### src/rtl/cfgrom_pkg.sv
package cfgrom_pkg;
  function automatic int width_of(input int count);
    return (count > 1) ? $clog2(count) : 1;
  endfunction
endpackage

### src/rtl/cfgrom_por.sv
module cfgrom_por #(
  parameter int POR_CYCLES = 16
) (
  input  logic clk,
  input  logic por_n,
  output logic busy
);
  localparam int CW = cfgrom_pkg::width_of(POR_CYCLES + 1);
  localparam logic [CW-1:0] LIMIT = CW'(POR_CYCLES);

  logic [CW-1:0] cnt;

  always_ff @(posedge clk or negedge por_n) begin
    if (!por_n)             cnt <= '0;
    else if (cnt != LIMIT)  cnt <= cnt + CW'(1);
  end

  assign busy = (cnt != LIMIT);

  AST_POR_ONE_WAY: assert property (@(posedge clk) disable iff (!por_n)
    !busy |=> !busy);
endmodule

### src/rtl/cfgrom_store.sv
module cfgrom_store #(
  parameter int DEPTH = 1024,
  parameter int AW    = 10
) (
  input  logic          clk,
  input  logic          wr_en,
  input  logic [AW-1:0] wr_addr,
  input  logic          wr_bit,
  input  logic [AW-1:0] rd_addr,
  output logic          rd_bit
);
  logic mem [DEPTH];

  always_ff @(posedge clk) begin
    if (wr_en) mem[wr_addr] <= wr_bit;
  end

  assign rd_bit = mem[rd_addr];
endmodule

### src/rtl/cfgrom_addr.sv
module cfgrom_addr #(
  parameter int DEPTH = 1024,
  parameter int PAGES = 4,
  parameter int AW    = 10,
  parameter int PSW   = 2
) (
  input  logic           clk,
  input  logic           por_n,
  input  logic           reload,
  input  logic           page_en,
  input  logic [PSW-1:0] page_sel,
  input  logic           adv,
  output logic [AW-1:0]  addr,
  output logic           casc_n
);
  localparam int PAGE_BITS = DEPTH / PAGES;
  localparam logic [AW-1:0] LAST = AW'(DEPTH - 1);

  logic [AW-1:0] start;

  generate
    if (PAGES > 1) begin : g_paged
      assign start = page_en ? AW'(AW'(page_sel) * AW'(PAGE_BITS)) : '0;
    end else begin : g_flat
      logic unused_sel;
      assign unused_sel = page_en ^ (^page_sel);
      assign start = '0;
    end
  endgenerate

  always_ff @(posedge clk or negedge por_n) begin
    if (!por_n) begin
      addr   <= '0;
      casc_n <= 1'b1;
    end else if (reload) begin
      addr   <= start;
      casc_n <= 1'b1;
    end else if (adv) begin
      if (addr == LAST) casc_n <= 1'b0;
      else              addr   <= addr + AW'(1);
    end
  end

  AST_HOLD_WHEN_IDLE: assert property (@(posedge clk) disable iff (!por_n)
    (!adv && !reload) |=> $stable(addr));
  AST_RELOAD_CLEARS_CASC: assert property (@(posedge clk) disable iff (!por_n)
    reload |=> casc_n);
  AST_CASC_STICKY: assert property (@(posedge clk) disable iff (!por_n)
    (!casc_n && !reload) |=> !casc_n);
  AST_CASC_AT_END: assert property (@(posedge clk) disable iff (!por_n)
    $fell(casc_n) |-> (addr == LAST));
endmodule

### src/rtl/cfg_stream_rom.sv
module cfg_stream_rom #(
  parameter int DEPTH      = 1024,
  parameter int PAGES      = 4,
  parameter int POR_CYCLES = 16,
  localparam int AW  = cfgrom_pkg::width_of(DEPTH),
  localparam int PSW = cfgrom_pkg::width_of(PAGES)
) (
  input  logic           clk,
  input  logic           por_n,
  input  logic           cs_n,
  input  logic           rst_oe_n,
  input  logic           page_en,
  input  logic [PSW-1:0] page_sel,
  input  logic           ser_en,
  input  logic           ld_en,
  input  logic [AW-1:0]  ld_addr,
  input  logic           ld_bit,
  output logic           data_o,
  output logic           data_en,
  output logic           casc_n,
  output logic           busy_pull
);
  localparam logic [AW-1:0] LAST = AW'(DEPTH - 1);

  logic          busy;
  logic [AW-1:0] addr;
  logic          reload;

  cfgrom_por #(.POR_CYCLES(POR_CYCLES)) u_por (
    .clk(clk), .por_n(por_n), .busy(busy)
  );

  assign reload  = busy | ~rst_oe_n;
  assign data_en = ~busy & rst_oe_n & ~cs_n & ser_en & casc_n;

  cfgrom_addr #(.DEPTH(DEPTH), .PAGES(PAGES), .AW(AW), .PSW(PSW)) u_addr (
    .clk(clk), .por_n(por_n), .reload(reload), .page_en(page_en),
    .page_sel(page_sel), .adv(data_en), .addr(addr), .casc_n(casc_n)
  );

  cfgrom_store #(.DEPTH(DEPTH), .AW(AW)) u_store (
    .clk(clk), .wr_en(ld_en & ~ser_en), .wr_addr(ld_addr), .wr_bit(ld_bit),
    .rd_addr(addr), .rd_bit(data_o)
  );

  assign busy_pull = busy;

  AST_STEP_ONE: assert property (@(posedge clk) disable iff (!por_n)
    (data_en && addr != LAST) |=> (addr == $past(addr) + AW'(1)));
  AST_QUIET_IN_PROG: assert property (@(posedge clk) disable iff (!por_n)
    (!ser_en && !reload) |=> $stable(addr));
endmodule

### config.mk
export PLATFORM = sky130hd
export DESIGN_NAME = cfg_stream_rom
export DESIGN_NICKNAME = d
export VERILOG_FILES = /design/src/rtl/cfgrom_pkg.sv /design/src/rtl/cfgrom_por.sv /design/src/rtl/cfgrom_store.sv /design/src/rtl/cfgrom_addr.sv /design/src/rtl/cfg_stream_rom.sv
export SDC_FILE = /design/constraint.sdc
export NUM_CORES = 2
export LEC_CHECK = 0
export BUFFER_PORTS_ARGS = -buffer_cell sky130_fd_sc_hd__buf_4
export CAP_MARGIN = 15
export CORE_UTILIZATION = 35
export CTS_BUF_LIST = sky130_fd_sc_hd__clkbuf_2 sky130_fd_sc_hd__clkbuf_4 sky130_fd_sc_hd__clkbuf_8
export CTS_CLUSTER_SIZE = 14
export DETAILED_ROUTE_END_ITERATION = 12
export GPL_TIMING_DRIVEN = 0
export PLACE_DENSITY_LB_ADDON = 0.08
export SLEW_MARGIN = 20
export SYNTH_ARGS = -nofsm -noshare
export SYNTH_HDL_FRONTEND = slang
export SYNTH_SLANG_ARGS = --single-unit
### constraint.sdc
create_clock -name clk -period 3.6 [get_ports clk]
set_clock_uncertainty 0.2 [all_clocks]
set_input_delay 0.54 -clock clk [delete_from_list [all_inputs] [get_ports clk]]
set_output_delay 0.54 -clock clk [all_outputs]
set_load 0.005 [all_outputs]
==> results.yml <==
outcome:
  status: "complete, but fails checks"
  violations: "setup timing"
yosys:
  synthesis.nets: 3152
  ys_seq_area_frac: 0.692
  synth_area_per_cell_um2: 14.4
  synth_area_leaders: "edfxtp_1 68%, mux4_2 11%, nor2_1 8.8%"
  synth_seq_cells: 1040
  async_flop_share: 0.0154
  netlist_area_um2: 45000
  ys_types: 72
  yosysTopAreaCell: "edfxtp_1"
  netlist.area_leader.share: 0.683
  ys.flop_type: "edfxtp_1"
  ys.warnings.count: 0
  synthCells: 3129
  synth_edf_count: 1024
layout:
  final_area_um2: 53400
  fillers: 11922
  final_nets: 3473
  final_cell_mix: "1,045 x nor2_1, 1,024 x edfxtp_1, 221 x mux4_2"
  syn_to_final_growth_pct: 18.7
  layout_commonest_cell: "nor2_1"
  drive_above_1_share: 0.218
clock_tree:
  root_buffer: "clkbuf_8"
  cts_tree: "done"
  clkTransAtPathRegs_ns: 0.07
  clock_tree.buffer_depth: 3
  clkSinkCount: 1040
  cts_buffers: 184
  h-tree-depth: 4
  insertion_delay_ns: 0.91
sta:
  worst_slack_ns: -1.64
  rsz0062_at_grt: "yes"
  final_max_slew_viol_count: 0
  worstMarginPinSlew_ns: 1.28
  finalCritPeriodShare: 1.46
  fmax_mhz: 191
  min_period_ns: 5.24
  holdWs_ns: 0.0445
  relSlewSlack: 0.145
  finalSetupViolCount: 1
  hold_violations: 0
global_route:
  grt_pass1_wl_um: 253000
  grt_pass1_vias: 30366
  grt_max_degree: 154
  grt-ovfl-total: 0
  track_usage: 0.291
  antenna_found_initial: 10
die:
  coreArea_um2: 128000
  die_x_um: 361
  die_h_um: 361
  initial_utilization: 0.353
  dieArea_um2: 130000
  io_pins: 24
  placementRows: 131
placed_design:
  placed_cell_area_um2: 47900
  dp_hpwl_um: 120000
  routabilityCongestion: 0.917
  port_buffers: 21
  place_ws_ns: -2.27
pwr:
  power_density_nw_per_um2: 489
  p_leak_nw: 15.9
  irDropWorstVdd_mv: 0.396
  total_power_w: 0.0261
detailed_routing:
  drt-pass1-iter-count: 6
  ant_nets: 0
  wl_um: 190000
  vias: 30835
  drc_errors: 0
  wl_per_cell_um: 36.1
  drt_iter0_markers: 4651
  vias_per_cell: 5.86
setup_path:
  end_kind: "output pin"
  crit_top_cell: "a21oi_1"
  cp_max_fo: 10
  reg2reg_from: "u_addr.addr[7]"
  crit_buf_inv: 4
  cp.required_ns: 2.86
  crit_path_start: "u_addr.addr[4]"
  crit_type: "reg -> out"
  start_kind: "register"
  cpPeakStageDelay_ns: 0.60
  cp_top_family: "compound AO/OA/AOI/OAI gates"
  arrival_ns: 4.50
  worst_path_max_delay_cell: "clkbuf_2"
  cp_cell_sequence: "clkbuf_1 -> inv_1 -> clkbuf_2 -> o221ai_1 -> a21oi_1 -> a21oi_1 -> a211o_1 -> a211oi_4 -> o32ai_4 -> buf_4"
hold_path:
  min_path_type: "in -> reg"
  hold_start: "ser_en"
flow_run:
  cap_violations: 0
flip-flops by register name, summed over array words and instances, names as in the netlist:
register       cells
u_store.mem     1024
u_addr.addr       10
u_por.cnt          5
u_addr.casc_n      1
where the power goes:
| part | switching, W | total (W) | internal [W] |
|---|---|---|---|
| clock | 0.00519 | 0.0109 | 0.00569 |
| sequential | 0.0000103 | 0.0133 | 0.0133 |
| combinational | 0.00117 | 0.00193 | 0.000759 |
| total | 0.00637 | 0.0261 | 0.0198 |
final cells by class:
cell class                 count  area, µm²  area share
tap                         1662       2080      0.0389
clock buffer                 246       3030      0.0567
inverter                      11       47.5    0.000890
clock inverter                91        519     0.00972
timing repair buffer         135       1610      0.0300
antenna                        2       5.00   0.0000936
multi-input combinational   1781      12800       0.240
sequential                  1040      31200       0.583
buffer                       297       2180      0.0407
timing repair:
item                                    in CTS  in global routing
gates resized for setup                    231                 11
setup buffers                               58                  9
endpoints found under the setup margin       2                  1
pin swaps                                   12                  5
gates cloned                                 1                  1
endpoints found under the hold margin       97                  0
hold buffers                                23                  0
metal layers:
layer  part of all wire  vias up  global-route usage  wire length (µm)
met3              0.096      419              0.0635             18300
met4              0.048       12               0.131              9110
met1               0.40    16357               0.393             76600
met2               0.45     1815               0.450             86000
met5            0.00047        -                   0                89
li1                   -    12232                   -                 -
path summary, 6_finish.rpt:
path,end,slack [ns],cells past startpoint
worst max-delay path,data_o,-1.64,10
worst min-delay path,u_addr.addr[0],0.04,5
worst max register to register,u_addr.addr[9],0.23,8
worst min register to register,u_por.cnt[4],0.27,1
max in group asynchronous,u_addr.addr[5],1.45,4
min in group asynchronous,u_addr.casc_n,0.46,3
worst register-to-register path: stages (launching register included):
cell and delay (ns):
dfrtp_1 0.32, clkbuf_1 0.73, nand2_1 0.30, nor3_1 0.68, a211oi_2 0.37, and4_1 0.36, nand2_1 0.09, xor2_1 0.15
o21ai_1 0.07
logic make-up after synthesis:
| family | after synthesis | synth area share |
|---|---|---|
| buffers and inverters | 308 | 0.0307 |
| AO/OA/AOI/OAI | 196 | 0.0327 |
| adder cells (fa/ha/maj) | 3 | 0.000834 |
| XOR/XNOR | 11 | 0.00214 |
| AND/OR/NAND/NOR | 1252 | 0.109 |
| flip-flops | 1040 | 0.692 |
| multiplexers | 319 | 0.132 |
per-stage QoR:
step	utilization	instances	TNS, ns
6_report	0.419	5265	-1.64
5_1_grt	0.419	5264	-1.64
4_1_cts	0.418	5253	-1.57
3_5_place_dp	0.375	4834	-8.00
3_3_place_gp	0.371	4812	-4400.36
2_1_floorplan	-	3129	0
synth_stat cells (3+ instances only):
library cell	number
nor3_1	11
mux2i_1	92
a22o_1	7
mux4_2	221
mux2_2	6
a211o_1	4
nor3b_1	7
a22oi_1	42
xnor2_1	10
edfxtp_1	1024
o211ai_1	4
o21ai_0	6
ha_1	3
a221oi_1	17
a21oi_1	29
and2_1	7
and3_1	3
nand3_1	22
buf_6	19
nor4_1	3
clkbuf_1	159
o221ai_1	19
a31oi_1	3
o21ai_1	8
o22ai_1	12
nor2b_1	13
a311oi_1	4
inv_1	9
nand2_1	113
buf_4	12
dfrtp_1	15
a211oi_1	13
buf_1	84
buf_2	22
nor2_1	1050
nand2b_1	7
Note: power is estimated with default switching activity, not from simulation.
